File: src/rtl/gpa_pkg.sv
package gpa_pkg;
  typedef enum logic {
    FILT_STABLE = 1'b0,
    FILT_BYPASS = 1'b1
  } filt_mode_e;
endpackage

File: src/rtl/gpa_sync.sv
module gpa_sync (
  input  logic clk,
  input  logic rst,
  input  logic pin_in,
  output logic smp_stb,
  output logic smp_val
);
  logic phase;
  logic s1, s2;

  always_ff @(posedge clk) begin
    if (rst) begin
      phase <= 1'b0;
      s1    <= 1'b0;
      s2    <= 1'b0;
    end else begin
      phase <= ~phase;
      if (phase) begin
        s1 <= pin_in;
        s2 <= s1;
      end
    end
  end

  assign smp_stb = phase;
  assign smp_val = s2;

  // the sample strobe alternates every clock
  assert_strobe_alternates_R4: assert property (@(posedge clk) disable iff (rst)
    smp_stb |=> !smp_stb);
endmodule

File: src/rtl/gpa_filter.sv
module gpa_filter
  import gpa_pkg::*;
#(
  parameter int FW_W = 8
) (
  input  logic            clk,
  input  logic            rst,
  input  logic            smp_stb,
  input  logic            smp_val,
  input  filt_mode_e      mode,
  input  logic [FW_W-1:0] width,
  output logic            level
);
  localparam int RW = FW_W + 1;

  logic [FW_W-1:0] run;
  logic [RW-1:0]   need;
  logic [RW-1:0]   run_next;

  always_comb begin
    need     = (width == '0) ? RW'(1) : {1'b0, width};
    run_next = {1'b0, run} + RW'(1);
  end

  always_ff @(posedge clk) begin
    if (rst) begin
      level <= 1'b0;
      run   <= '0;
    end else if (smp_stb) begin
      if (mode == FILT_BYPASS) begin
        level <= smp_val;
        run   <= '0;
      end else if (smp_val == level) begin
        run <= '0;
      end else if (run_next >= need) begin
        level <= smp_val;
        run   <= '0;
      end else begin
        run <= run_next[FW_W-1:0];
      end
    end
  end

  assert_level_on_sample_R4: assert property (@(posedge clk) disable iff (rst)
    !smp_stb |=> $stable(level));
  assert_stable_agrees_R3: assert property (@(posedge clk) disable iff (rst)
    (mode == FILT_STABLE && smp_val == level) |=> $stable(level));
  assert_bypass_follows_R2: assert property (@(posedge clk) disable iff (rst)
    (mode == FILT_BYPASS && smp_stb) |=> level == $past(smp_val));
endmodule

File: src/rtl/gpa_accum.sv
module gpa_accum #(
  parameter int CNT_W   = 24,
  parameter int PRE_DIV = 8
) (
  input  logic             clk,
  input  logic             rst,
  input  logic             en,
  input  logic             clr,
  input  logic             gate,
  output logic [CNT_W-1:0] cnt,
  output logic             ovf
);
  localparam int PRE_W = (PRE_DIV > 1) ? $clog2(PRE_DIV) : 1;
  localparam logic [PRE_W-1:0] PRE_LAST = PRE_W'(PRE_DIV - 1);

  logic [PRE_W-1:0] pre;
  logic             step;

  assign step = en && gate && (pre == PRE_LAST);

  always_ff @(posedge clk) begin
    if (rst || clr) begin
      pre <= '0;
      cnt <= '0;
      ovf <= 1'b0;
    end else if (!en) begin
      pre <= '0;
    end else begin
      pre <= (pre == PRE_LAST) ? '0 : pre + PRE_W'(1);
      if (step) begin
        cnt <= cnt + CNT_W'(1);
        if (cnt == '1) ovf <= 1'b1;
      end
    end
  end

  assert_hold_disabled_R7: assert property (@(posedge clk) disable iff (rst)
    (!en && !clr) |=> $stable(cnt));
  assert_gate_closed_R5: assert property (@(posedge clk) disable iff (rst)
    (!gate && !clr) |=> $stable(cnt));
  assert_single_step_R6: assert property (@(posedge clk) disable iff (rst)
    (!clr && cnt != '1) |=> (cnt == $past(cnt) || cnt == $past(cnt) + CNT_W'(1)));
  assert_wrap_R8: assert property (@(posedge clk) disable iff (rst)
    (!clr && en && gate && pre == PRE_LAST && cnt == '1) |=> (cnt == '0 && ovf));
  assert_sticky_R8: assert property (@(posedge clk) disable iff (rst)
    (ovf && !clr) |=> ovf);
  assert_clear_R9: assert property (@(posedge clk) disable iff (rst)
    clr |=> (cnt == '0 && !ovf));
endmodule

File: src/rtl/gated_pulse_acc.sv
module gated_pulse_acc
  import gpa_pkg::*;
#(
  parameter int CNT_W   = 24,
  parameter int FW_W    = 8,
  parameter int PRE_DIV = 8
) (
  input  logic             clk,
  input  logic             rst,
  input  logic             pin_in,
  input  logic             filt_mode,
  input  logic [FW_W-1:0]  filt_width,
  input  logic             gate_pol,
  input  logic             count_en,
  input  logic             clear,
  output logic [CNT_W-1:0] count_q,
  output logic             ovf_q,
  output logic             level_q
);
  logic smp_stb, smp_val, lvl, gate_open;

  gpa_sync u_sync (
    .clk     (clk),
    .rst     (rst),
    .pin_in  (pin_in),
    .smp_stb (smp_stb),
    .smp_val (smp_val)
  );

  gpa_filter #(.FW_W(FW_W)) u_filter (
    .clk     (clk),
    .rst     (rst),
    .smp_stb (smp_stb),
    .smp_val (smp_val),
    .mode    (filt_mode_e'(filt_mode)),
    .width   (filt_width),
    .level   (lvl)
  );

  assign gate_open = (lvl == gate_pol);

  gpa_accum #(.CNT_W(CNT_W), .PRE_DIV(PRE_DIV)) u_accum (
    .clk  (clk),
    .rst  (rst),
    .en   (count_en),
    .clr  (clear),
    .gate (gate_open),
    .cnt  (count_q),
    .ovf  (ovf_q)
  );

  assign level_q = lvl;

  assert_reset_state_R1: assert property (@(posedge clk)
    rst |=> (count_q == '0 && !ovf_q && !level_q));
endmodule

File: config.mk
export PLATFORM = sky130hd
export DESIGN_NAME = gated_pulse_acc
export DESIGN_NICKNAME = d
export VERILOG_FILES = /design/src/rtl/gpa_pkg.sv /design/src/rtl/gpa_sync.sv /design/src/rtl/gpa_filter.sv /design/src/rtl/gpa_accum.sv /design/src/rtl/gated_pulse_acc.sv
export SDC_FILE = /design/constraint.sdc
export NUM_CORES = 1
export LEC_CHECK = 0
export ABC_AREA = 1
export ABC_CLOCK_PERIOD_IN_PS = 2600
export BUFFER_PORTS_ARGS = -buffer_cell sky130_fd_sc_hd__buf_2
export CAP_MARGIN = 20
export CORE_UTILIZATION = 55
export CTS_CLUSTER_SIZE = 14
export DETAILED_ROUTE_END_ITERATION = 7
export GPL_TIMING_DRIVEN = 0
export PLACE_DENSITY = 0.77
export SKIP_LAST_GASP = 1
export SYNTH_ARGS = -nofsm -noshare
export SYNTH_HDL_FRONTEND = slang
export SYNTH_SLANG_ARGS = --single-unit
File: constraint.sdc
create_clock -name clk -period 2.6 [get_ports clk]
set_clock_uncertainty 0.15 [all_clocks]
set_input_delay 0.13 -clock clk [delete_from_list [all_inputs] [get_ports clk]]
set_output_delay 0.13 -clock clk [all_outputs]
set_load 0.03 [all_outputs]
==> results of run 1 <==
-- worst paths after layout --
kind                endpoint  slack [ns]  cells past startpoint
min              u_accum.ovf       0.005                      3
max reg2reg  u_filter.run[4]        0.21                     15
max          u_filter.run[4]        0.21                     15
min reg2reg   u_accum.pre[0]        0.28                      1
-- stage by stage --
step | hold WS (ns) | power (mW)
after floorplan | 0.103 | 0.670
after global placement | 0.234 | 0.691
after detailed placement | 0.232 | 0.692
after CTS | 0.0115 | 1.14
after global routing | 0.0223 | 1.18
final | 0.00511 | 1.14
-- where the power goes --
| group | switching (mW) | internal [mW] |
|---|---|---|
| Clock | 0.220 | 0.236 |
| Sequential | 0.00346 | 0.617 |
| Combinational | 0.0369 | 0.0242 |
| Total | 0.260 | 0.877 |
-- layer usage --
metal	share of wire	GRT usage	up-vias
li1	-	-	1114
met4	0.015	0.0878	0
met3	0.042	0.0569	7
met2	0.48	0.426	45
met5	0	0	-
met1	0.46	0.293	897
-- kinds of logic (layout without fill, tap and decap cells) --
family,Yosys count,count (layout)
AND/OR/NAND/NOR,149,149
adder cells (fa/ha/maj),12,12
buffers and inverters,65,114
flip-flops,40,40
AO/OA/AOI/OAI,41,41
XOR/XNOR,13,13
-- state kept, by name (all words and copies together) (netlist names) --
name	cells
u_accum.cnt	24
u_filter.level	1
u_accum.pre	3
u_sync.smp_val	1
u_sync.s1	1
u_sync.smp_stb	1
u_filter.run	8
u_accum.ovf	1
-- tightest hold or removal path, delay by kind of cell --
family,cells,cell delay [ns]
buffers and inverters,1,0.12
and+or+nand+nor,1,0.10
AOI/OAI and AO/OA,1,0.06
-- area by class of cell --
type                    count  area share
multi-input cells         215       0.465
flip-flops and latches     40       0.301
inverters                  63      0.0898
repair buffers             42      0.0827
clock buffers               7      0.0362
well taps                  48      0.0226
plain buffers               2     0.00282
-- synth_stat cells (all sizes together) --
cell and instances:
nand2 73, inv 63, dfxtp 40, nor2 37
a21oi 19, nand3 17, o21ai 17, ha 12
xor2 10, nor3 9, nand4 7, nand3b 3
nor4 3, o22ai 3, xnor2 3, clkbuf 2
a211oi 1, a41o 1
-- what timing repair did --
item                                    4_1_cts  5_1_grt
resized for setup                             0        7
hold buffers                                  2        0
endpoints found under the setup margin        0        6
hold endpoints to repair                      3        0
==> impl_metrics.prom, run 1 <==
# TYPE chip_impl_metric gauge
chip_impl_metric{name="worstMarginPinSlew",unit="ns"} 0.476
chip_impl_metric{name="final_min_period_over_clock_period",unit=""} 0.921
chip_impl_info{name="clock_tree_from_tritoncts",value="done"} 1
chip_impl_metric{name="ys_types",unit=""} 28
chip_impl_metric{name="finalSetupViolCount",unit=""} 0
chip_impl_metric{name="synthAdderAreaFrac",unit=""} 0.0666
chip_impl_metric{name="grt_first_pass_wirelength",unit="mm"} 8.10
chip_impl_metric{name="antenna_left",unit=""} 0
chip_impl_info{name="r2r-start",value="u_filter.run[0]"} 1
chip_impl_metric{name="die-area",unit="um2"} 4360
chip_impl_metric{name="cp_num_buf_inv",unit=""} 1
chip_impl_metric{name="dpl.hpwl",unit="mm"} 3.55
chip_impl_metric{name="dieHeight",unit="um"} 66.0
chip_impl_metric{name="cts.sinks",unit=""} 40
chip_impl_info{name="timing_worst_setup_path_type",value="reg2reg"} 1
chip_impl_metric{name="max_cap_viol_count",unit=""} 0
chip_impl_metric{name="top_level_ports",unit=""} 41
chip_impl_metric{name="viasPerCell",unit=""} 4.95
chip_impl_info{name="layout_common_cells",value="sky130_fd_sc_hd__nand2_1 (69), sky130_fd_sc_hd__inv_1 (60), sky130_fd_sc_hd__buf_2 (40)"} 1
chip_impl_info{name="startpoint_type",value="flip-flop"} 1
chip_impl_metric{name="synth.avg_cell_area",unit="um2"} 7.05
chip_impl_metric{name="areaGrowthSynthToFinish",unit="%"} 18.1
chip_impl_metric{name="clk_path_buf_depth",unit=""} 2
chip_impl_metric{name="placedInstanceArea",unit="um2"} 2510
chip_impl_metric{name="drt_first_iter_violations",unit=""} 85
chip_impl_metric{name="layout.cells.non_filler",unit=""} 417
chip_impl_metric{name="p_leak",unit="nW"} 1.26
chip_impl_metric{name="ff_latch_area",unit="um2"} 802
chip_impl_metric{name="detailedRoute.firstPassIterationCount",unit=""} 4
chip_impl_metric{name="vias",unit=""} 2063
chip_impl_metric{name="path_clk_slew",unit="ns"} 0.07
chip_impl_metric{name="dp.cells",unit=""} 408
chip_impl_metric{name="synth.top_cell.area_share",unit=""} 0.355
chip_impl_metric{name="n_fill_cell",unit=""} 331
chip_impl_metric{name="postLayoutCellArea",unit="um2"} 2660
chip_impl_info{name="status",value="finished clean"} 1
chip_impl_metric{name="wl",unit="mm"} 4.70
chip_impl_metric{name="grt_antenna_before_repair",unit=""} 0
chip_impl_info{name="grt_setup_unrepaired",value="no"} 1
chip_impl_metric{name="yosysSeqAreaShare",unit=""} 0.355
chip_impl_metric{name="post_synth_and_or_nand_nor_area_fraction",unit=""} 0.322
chip_impl_metric{name="critical_path_data_required_time",unit="ns"} 2.68
chip_impl_metric{name="grt_start_max_net_pins",unit=""} 12
chip_impl_metric{name="report.final.slew_viol_count",unit=""} 0
chip_impl_metric{name="dpl_worst_slack",unit="ns"} 0.0478
chip_impl_metric{name="yosys_warnings",unit=""} 0
chip_impl_metric{name="core.rowCount",unit=""} 22
chip_impl_info{name="worstPathCellList",value="ha_1, nand3_2, xor2_2, ha_1, nand2_1, inv_1, nand2_1, nand3_1, nand2_1, nand2_1, nand2_1, nand2_1, nor2_4, nand2_1, o21ai_0"} 1
chip_impl_metric{name="synth.mux.area_fraction",unit=""} 0
chip_impl_metric{name="drt_drc_violations_left",unit=""} 0
chip_impl_info{name="critPathTopFamily",value="simple AND/OR/NAND/NOR gates"} 1
chip_impl_metric{name="final.setup.tns",unit="ns"} 0
chip_impl_metric{name="post_route_cells_drive_above_1_share",unit=""} 0.187
chip_impl_info{name="critical_path.most_common_cell",value="sky130_fd_sc_hd__nand2_1"} 1
chip_impl_metric{name="die_width",unit="um"} 66.0
chip_impl_metric{name="final_core_utilization",unit=""} 0.701
chip_impl_info{name="worstHoldStart",value="count_en"} 1
chip_impl_metric{name="netlist_area",unit="um2"} 2250
chip_impl_metric{name="rel_slew_slack",unit=""} 0.682
chip_impl_metric{name="numPortBuffers",unit=""} 40
chip_impl_metric{name="ys_ff_latch",unit=""} 40
chip_impl_metric{name="ctsHtreeMaxLevel",unit=""} 2
chip_impl_info{name="netlist_top_cells_area",value="sky130_fd_sc_hd__dfxtp_1 (36%), sky130_fd_sc_hd__nand2_1 (11%), sky130_fd_sc_hd__inv_1 (10%)"} 1
chip_impl_metric{name="cellPowerDensity",unit="nW/um2"} 427
chip_impl_metric{name="slowest_delay",unit="ns"} 0.38
chip_impl_metric{name="vdd_drop_max",unit="uV"} 348
chip_impl_info{name="synth_top_area_cell",value="sky130_fd_sc_hd__dfxtp_1"} 1
chip_impl_metric{name="first_global_vias",unit=""} 1893
chip_impl_info{name="type_of_the_worst_min_delay_path",value="in2reg"} 1
chip_impl_metric{name="multi_input_area",unit="um2"} 1240
chip_impl_metric{name="place_congestion",unit=""} 0.961
chip_impl_metric{name="final_hold_viol_count",unit=""} 0
chip_impl_metric{name="clock_latency",unit="ns"} 0.30
chip_impl_info{name="clk_root_buffer_cell",value="sky130_fd_sc_hd__clkbuf_8"} 1
chip_impl_info{name="layout.cells.most_common",value="sky130_fd_sc_hd__nand2_1"} 1
chip_impl_metric{name="antennaDiodeCount",unit=""} 0
chip_impl_info{name="worstSetupStartpoint",value="u_filter.run[0]"} 1
chip_impl_metric{name="grt_remaining_overflow",unit=""} 0
chip_impl_metric{name="synthCells",unit=""} 320
chip_impl_info{name="cell_type_of_the_slowest_stage_on_the_worst_timing_path",value="sky130_fd_sc_hd__dfxtp_2"} 1
chip_impl_metric{name="cp_data_arrival_time",unit="ns"} 2.47
chip_impl_metric{name="timing.final.ws_setup",unit="ns"} 0.205
chip_impl_metric{name="post_drt_wl_per_cell",unit="um"} 11.3
chip_impl_info{name="crit_path_end_kind",value="flip-flop"} 1
chip_impl_metric{name="groute.usage.overall",unit=""} 0.246
chip_impl_metric{name="synth_compound_area_frac",unit=""} 0.0960
chip_impl_info{name="synth_top_family_by_area",value="simple AND/OR/NAND/NOR gates"} 1
chip_impl_metric{name="synth_xor_area_frac",unit=""} 0.0505
chip_impl_metric{name="fin_crit",unit="ns"} 2.39
chip_impl_metric{name="initial_core_util",unit=""} 0.594
chip_impl_metric{name="placeableCoreArea",unit="um2"} 3800
chip_impl_metric{name="max_clock_freq",unit="MHz"} 418
chip_impl_metric{name="synth.net_count",unit=""} 347
chip_impl_metric{name="num-nets-final",unit=""} 396
chip_impl_metric{name="cts_setup_buffers",unit=""} 0
chip_impl_metric{name="cts_inserted_buffers",unit=""} 5
chip_impl_metric{name="worst-path-max-fanout",unit=""} 6
Power figures use the tool's default switching activity.
==> run 2: changes to the inputs <==
CORE_UTILIZATION = 51   (was 55)
CTS_BUF_LIST = sky130_fd_sc_hd__clkbuf_8   (was not set)
PLACE_DENSITY = not set   (was 0.77)
PLACE_DENSITY_LB_ADDON = 0.3   (was not set)
==> impl_metrics.prom, run 2 (synthesis gave the netlist of run 1 again) <==
# TYPE chip_impl_metric gauge
chip_impl_metric{name="place_congestion",unit=""} 0.854
chip_impl_metric{name="cp_num_buf_inv",unit=""} 1
chip_impl_metric{name="core.rowCount",unit=""} 23
chip_impl_info{name="layout_common_cells",value="sky130_fd_sc_hd__nand2_1 (69), sky130_fd_sc_hd__inv_1 (60), sky130_fd_sc_hd__buf_2 (40)"} 1
chip_impl_info{name="grt_setup_unrepaired",value="no"} 1
chip_impl_metric{name="initial_core_util",unit=""} 0.548
chip_impl_metric{name="wl",unit="mm"} 4.66
chip_impl_metric{name="antenna_left",unit=""} 0
chip_impl_metric{name="worst-path-max-fanout",unit=""} 6
chip_impl_metric{name="numPortBuffers",unit=""} 40
chip_impl_metric{name="num-nets-final",unit=""} 396
chip_impl_metric{name="slowest_delay",unit="ns"} 0.37
chip_impl_info{name="clock_tree_from_tritoncts",value="done"} 1
chip_impl_metric{name="r2r_slack",unit="ns"} 0.23
chip_impl_info{name="reg_top3",value="u_accum.cnt: 24 flops, u_filter.run: 8 flops, u_accum.pre: 3 flops"} 1
chip_impl_metric{name="vdd_drop_max",unit="uV"} 355
chip_impl_metric{name="grt_first_pass_wirelength",unit="mm"} 7.72
chip_impl_metric{name="critical_path_data_required_time",unit="ns"} 2.67
chip_impl_metric{name="ctsHtreeMaxLevel",unit=""} 2
chip_impl_info{name="worstHoldStart",value="count_en"} 1
chip_impl_metric{name="die_width",unit="um"} 68.5
chip_impl_metric{name="drt_drc_violations_left",unit=""} 0
chip_impl_metric{name="grt_start_max_net_pins",unit=""} 13
chip_impl_info{name="r2r-start",value="u_filter.run[0]"} 1
chip_impl_metric{name="grt_antenna_before_repair",unit=""} 0
chip_impl_info{name="critical_path.most_common_cell",value="sky130_fd_sc_hd__nand2_1"} 1
chip_impl_metric{name="cts.sinks",unit=""} 40
chip_impl_metric{name="cp_data_arrival_time",unit="ns"} 2.44
chip_impl_metric{name="drt_first_iter_violations",unit=""} 71
chip_impl_info{name="startpoint_type",value="flip-flop"} 1
chip_impl_info{name="crit_path_end_kind",value="flip-flop"} 1
chip_impl_metric{name="dp.cells",unit=""} 410
chip_impl_metric{name="die-area",unit="um2"} 4690
chip_impl_info{name="timing_worst_setup_path_type",value="reg2reg"} 1
chip_impl_metric{name="rel_slew_slack",unit=""} 0.686
chip_impl_info{name="status",value="finished clean"} 1
chip_impl_metric{name="path_clk_slew",unit="ns"} 0.08
chip_impl_metric{name="fin_crit",unit="ns"} 2.37
chip_impl_metric{name="vias",unit=""} 2062
chip_impl_metric{name="clock_latency",unit="ns"} 0.29
chip_impl_info{name="layout.cells.most_common",value="sky130_fd_sc_hd__nand2_1"} 1
chip_impl_metric{name="worstMarginPinSlew",unit="ns"} 0.471
chip_impl_metric{name="cts_inserted_buffers",unit=""} 5
chip_impl_info{name="worstPathCellList",value="ha_1, nand3_1, nor2_1, xor2_1, ha_1, nand2_1, inv_1, nand2_1, nand2_1, nand2_1, nand2_1, nor2_4, nand2_1, o21ai_0"} 1
chip_impl_metric{name="cts_setup_buffers",unit=""} 0
chip_impl_metric{name="p_leak",unit="nW"} 1.26
chip_impl_metric{name="top_level_ports",unit=""} 41
chip_impl_metric{name="finalSetupViolCount",unit=""} 0
chip_impl_metric{name="post_route_cells_drive_above_1_share",unit=""} 0.178
chip_impl_metric{name="final_min_period_over_clock_period",unit=""} 0.910
chip_impl_metric{name="n_fill_cell",unit=""} 372
chip_impl_info{name="critPathTopFamily",value="simple AND/OR/NAND/NOR gates"} 1
chip_impl_metric{name="placeableCoreArea",unit="um2"} 4120
chip_impl_metric{name="design_power_total",unit="mW"} 1.10
chip_impl_metric{name="report.final.slew_viol_count",unit=""} 0
chip_impl_metric{name="dpl.hpwl",unit="mm"} 3.60
chip_impl_info{name="max_flop_register",value="u_accum.cnt"} 1
chip_impl_metric{name="max_clock_freq",unit="MHz"} 423
chip_impl_metric{name="grt_remaining_overflow",unit=""} 0
chip_impl_metric{name="worstRegToRegCells",unit=""} 14
chip_impl_metric{name="post_drt_wl_per_cell",unit="um"} 11.1
chip_impl_metric{name="viasPerCell",unit=""} 4.91
chip_impl_metric{name="layout.cells.non_filler",unit=""} 420
chip_impl_info{name="clk_root_buffer_cell",value="sky130_fd_sc_hd__clkbuf_8"} 1
chip_impl_metric{name="antennaDiodeCount",unit=""} 0
chip_impl_info{name="type_of_the_worst_min_delay_path",value="in2reg"} 1
chip_impl_info{name="worstSetupStartpoint",value="u_filter.run[0]"} 1
chip_impl_metric{name="dieHeight",unit="um"} 68.5
chip_impl_metric{name="holdPathStages",unit=""} 3
chip_impl_metric{name="clk_path_buf_depth",unit=""} 2
chip_impl_metric{name="largest_register_ffs",unit=""} 24
chip_impl_metric{name="path_length_in_cells_of_the_critical_path",unit=""} 14
chip_impl_metric{name="max_cap_viol_count",unit=""} 0
chip_impl_metric{name="cellPowerDensity",unit="nW/um2"} 419
chip_impl_metric{name="detailedRoute.firstPassIterationCount",unit=""} 4
chip_impl_metric{name="final_hold_viol_count",unit=""} 0
chip_impl_metric{name="areaGrowthSynthToFinish",unit="%"} 17.0
chip_impl_info{name="cell_type_of_the_slowest_stage_on_the_worst_timing_path",value="sky130_fd_sc_hd__dfxtp_2"} 1
chip_impl_metric{name="first_global_vias",unit=""} 1884
chip_impl_metric{name="groute.usage.overall",unit=""} 0.221
## run 2: worst paths after layout
path / to
max reg2reg: u_filter.run[4]
min: u_accum.ovf
min reg2reg: u_accum.pre[0]
max: u_filter.run[4]
## run 2: through the flow
stage | cell area [um2] | util | hold slack [ns] | setup slack, ns | setup TNS (ns)
2_1_floorplan | 2250 | - | 0.103 | 0.458 | 0
3_3_place_gp | 2520 | 0.612 | 0.228 | 0.0781 | 0
3_5_place_dp | 2520 | 0.612 | 0.230 | -0.0196 | -0.0196
4_1_cts | 2630 | 0.640 | 0.00397 | 0.0951 | 0
5_1_grt | 2640 | 0.641 | 0.0123 | 0.0125 | 0
6_report | 2640 | 0.641 | 0.00934 | 0.234 | 0
## run 2: final cells by class
cell class	count	area, um2	share of cell area
buffer	2	7.51	0.00284
clock inverter	2	10.0	0.00379
timing repair buffer	42	220	0.0835
sequential	40	802	0.304
clock buffer	6	82.6	0.0313
tap	50	62.6	0.0237
multi-input combinational	215	1210	0.460
inverter	63	239	0.0906
## run 2: power by group
part / switching (mW) / internal (mW) / total [mW]
clock network: 0.212 / 0.212 / 0.424
logic: 0.0366 / 0.0242 / 0.0609
registers: 0.00339 / 0.616 / 0.620
## run 2: worst register-to-register path: cells and delay by family, from the launching register on
family                   cells  cell delay [ns]
buffers and inverters        1             0.03
AO/OA/AOI/OAI                1             0.06
XOR/XNOR                     1             0.22
AND/OR/NAND/NOR              9             1.00
adder cells (fa/ha/maj)      2             0.47
flip-flops                   1             0.37
## run 2: layer usage
metal | GRT usage | wire length (um)
met1 | 0.240 | 2150
met2 | 0.408 | 2290
met3 | 0.0477 | 161
met4 | 0.0990 | 62
met5 | 0 | 0
## run 2: repair_timing
action	CTS	global route
pin swaps	0	2
resized for setup	1	2
hold buffers	2	0
endpoints found under the setup margin	2	6
hold endpoints to repair	3	0
==> run 3: changes to the inputs <==
RECOVER_POWER = 100   (was not set)
==> impl_metrics.prom, run 3 (synthesis gave the netlist of run 1 again) <==
# TYPE chip_impl_metric gauge
chip_impl_metric{name="core.rowCount",unit=""} 23
chip_impl_metric{name="first_global_vias",unit=""} 1884
chip_impl_metric{name="finalSetupViolCount",unit=""} 0
chip_impl_info{name="layout_common_cells",value="sky130_fd_sc_hd__nand2_1 (71), sky130_fd_sc_hd__inv_1 (61), sky130_fd_sc_hd__dfxtp_1 (39)"} 1
chip_impl_metric{name="worst-path-max-fanout",unit=""} 9
chip_impl_metric{name="vdd_drop_max",unit="uV"} 356
chip_impl_info{name="worst_r2r_endpoint",value="u_accum.cnt[16]"} 1
chip_impl_info{name="max_flop_register",value="u_accum.cnt"} 1
chip_impl_metric{name="antennaDiodeCount",unit=""} 0
chip_impl_metric{name="critical_path_data_required_time",unit="ns"} 2.64
chip_impl_metric{name="fin_crit",unit="ns"} 2.40
chip_impl_metric{name="design_power_total",unit="mW"} 1.11
chip_impl_metric{name="worstMarginPinSlew",unit="ns"} 0.473
chip_impl_metric{name="antenna_left",unit=""} 0
chip_impl_metric{name="die-area",unit="um2"} 4690
chip_impl_metric{name="path_clk_slew",unit="ns"} 0.08
chip_impl_metric{name="holdPathStages",unit=""} 3
chip_impl_info{name="worstHoldEndpoint",value="u_accum.ovf"} 1
chip_impl_metric{name="place_congestion",unit=""} 0.854
chip_impl_metric{name="report.final.slew_viol_count",unit=""} 0
chip_impl_metric{name="clock_latency",unit="ns"} 0.29
chip_impl_info{name="timing_worst_setup_path_type",value="reg2reg"} 1
chip_impl_info{name="type_of_the_worst_min_delay_path",value="in2reg"} 1
chip_impl_metric{name="num-nets-final",unit=""} 396
chip_impl_metric{name="cts.sinks",unit=""} 40
chip_impl_metric{name="die_width",unit="um"} 68.5
chip_impl_metric{name="placeableCoreArea",unit="um2"} 4120
chip_impl_metric{name="top_level_ports",unit=""} 41
chip_impl_metric{name="largest_register_ffs",unit=""} 24
chip_impl_info{name="clock_tree_from_tritoncts",value="done"} 1
chip_impl_metric{name="final_hold_viol_count",unit=""} 0
chip_impl_metric{name="cp_data_arrival_time",unit="ns"} 2.44
chip_impl_metric{name="fin_worst_hold_slack",unit="ns"} 0.0141
chip_impl_metric{name="drt_first_iter_violations",unit=""} 52
chip_impl_metric{name="rel_slew_slack",unit=""} 0.684
chip_impl_metric{name="numPortBuffers",unit=""} 40
chip_impl_info{name="startpoint_type",value="flip-flop"} 1
chip_impl_metric{name="dieHeight",unit="um"} 68.5
chip_impl_metric{name="grt_start_max_net_pins",unit=""} 13
chip_impl_metric{name="grt_first_pass_wirelength",unit="mm"} 7.72
chip_impl_info{name="crit_path_end_kind",value="flip-flop"} 1
chip_impl_metric{name="drt_drc_violations_left",unit=""} 0
chip_impl_metric{name="p_leak",unit="nW"} 1.11
chip_impl_metric{name="dpl.hpwl",unit="mm"} 3.60
chip_impl_metric{name="max_cap_viol_count",unit=""} 0
chip_impl_metric{name="ctsHtreeMaxLevel",unit=""} 2
chip_impl_metric{name="n_fill_cell",unit=""} 390
chip_impl_metric{name="cts_inserted_buffers",unit=""} 5
chip_impl_metric{name="post_drt_wl_per_cell",unit="um"} 11.2
chip_impl_metric{name="max_clock_freq",unit="MHz"} 417
chip_impl_metric{name="post_route_cells_drive_above_1_share",unit=""} 0.0865
chip_impl_info{name="reg_top3",value="u_accum.cnt: 24 flops, u_filter.run: 8 flops, u_accum.pre: 3 flops"} 1
chip_impl_metric{name="cellPowerDensity",unit="nW/um2"} 434
chip_impl_metric{name="r2r_slack",unit="ns"} 0.20
chip_impl_metric{name="vias",unit=""} 2038
chip_impl_info{name="status",value="finished clean"} 1
chip_impl_metric{name="cts_setup_buffers",unit=""} 0
chip_impl_info{name="layout.cells.most_common",value="sky130_fd_sc_hd__nand2_1"} 1
chip_impl_info{name="worstHoldStart",value="count_en"} 1
chip_impl_metric{name="viasPerCell",unit=""} 4.85
chip_impl_metric{name="groute.usage.overall",unit=""} 0.221
chip_impl_metric{name="worstRegToRegCells",unit=""} 11
chip_impl_metric{name="grt_remaining_overflow",unit=""} 0
chip_impl_info{name="r2r-start",value="u_accum.pre[0]"} 1
chip_impl_metric{name="grt_antenna_before_repair",unit=""} 0
chip_impl_metric{name="initial_core_util",unit=""} 0.548
chip_impl_info{name="clk_root_buffer_cell",value="sky130_fd_sc_hd__clkbuf_8"} 1
chip_impl_metric{name="clk_path_buf_depth",unit=""} 2
chip_impl_metric{name="areaGrowthSynthToFinish",unit="%"} 13.2
chip_impl_info{name="grt_setup_unrepaired",value="no"} 1
chip_impl_metric{name="detailedRoute.firstPassIterationCount",unit=""} 4
chip_impl_metric{name="final_min_period_over_clock_period",unit=""} 0.921
chip_impl_metric{name="wl",unit="mm"} 4.70
## run 3: layout make-up
| type | count | area, um2 | area share |
|---|---|---|---|
| Sequential cell | 40 | 802 | 0.314 |
| Multi-Input combinational cell | 215 | 1160 | 0.455 |
| Inverter | 63 | 239 | 0.0937 |
| Buffer | 2 | 7.51 | 0.00294 |
| Timing Repair Buffer | 42 | 186 | 0.0731 |
| Tap cell | 50 | 62.6 | 0.0245 |
| Clock inverter | 2 | 10.0 | 0.00392 |
| Clock buffer | 6 | 82.6 | 0.0324 |
## run 3: critical path, cell delays in order, from the launching register on
cell	delay (ns)
sky130_fd_sc_hd__dfxtp_1	0.34
sky130_fd_sc_hd__ha_1	0.15
sky130_fd_sc_hd__ha_1	0.14
sky130_fd_sc_hd__nand2_1	0.08
sky130_fd_sc_hd__nor2_4	0.10
sky130_fd_sc_hd__nand2_1	0.21
sky130_fd_sc_hd__nor2_1	0.45
sky130_fd_sc_hd__nand2_4	0.07
sky130_fd_sc_hd__nor2_1	0.25
sky130_fd_sc_hd__nand2_1	0.14
sky130_fd_sc_hd__o21ai_1	0.16
sky130_fd_sc_hd__nor2_1	0.05
## run 3: worst max-delay path by stage
stage | start | endpoint | slack [ns] | cells after the start
final | u_accum.pre[0] | u_accum.cnt[16] | 0.20 | 11
after floorplan | u_filter.run[0] | u_filter.run[3] | 0.46 | 14
after global routing | u_accum.pre[0] | u_accum.cnt[16] | 0.007 | 11
after CTS | u_filter.run[0] | u_filter.run[4] | 0.1 | 14
after detailed placement | u_filter.run[0] | u_filter.run[4] | -0.02 | 14
after global placement | u_filter.run[0] | u_filter.run[4] | 0.08 | 14
## run 3: what timing repair did
| action | CTS | global route |
|---|---|---|
| endpoints found under the setup margin | 2 | 6 |
| gates resized for setup | 1 | 2 |
| endpoints found under the hold margin | 3 | 0 |
| gates cloned | 0 | 0 |
| hold buffers | 2 | 0 |
| pin swaps | 0 | 2 |
## run 3: metrics by stage
stage	utilization	std cells	worst slack, ns	instance area [um2]	TNS [ns]
global placement	0.612	410	0.0781	2520	0
finish	0.620	420	0.204	2550	0
CTS	0.640	420	0.0951	2630	0
detailed placement	0.612	410	-0.0196	2520	-0.0196
global route	0.620	420	0.00729	2550	0
floorplan	-	320	0.458	2250	0
## run 3: where the power goes
part | switching [mW] | internal (mW)
Clock | 0.215 | 0.212
Combinational | 0.0366 | 0.0238
Sequential | 0.00344 | 0.616
## run 3: layer usage
| layer | track usage | wire, um | up-vias |
|---|---|---|---|
| li1 | - | - | 1109 |
| met1 | 0.240 | 2210 | 889 |
| met2 | 0.408 | 2250 | 34 |
| met3 | 0.0477 | 155 | 6 |
| met4 | 0.0990 | 80 | 0 |
| met5 | 0 | 0 | - |
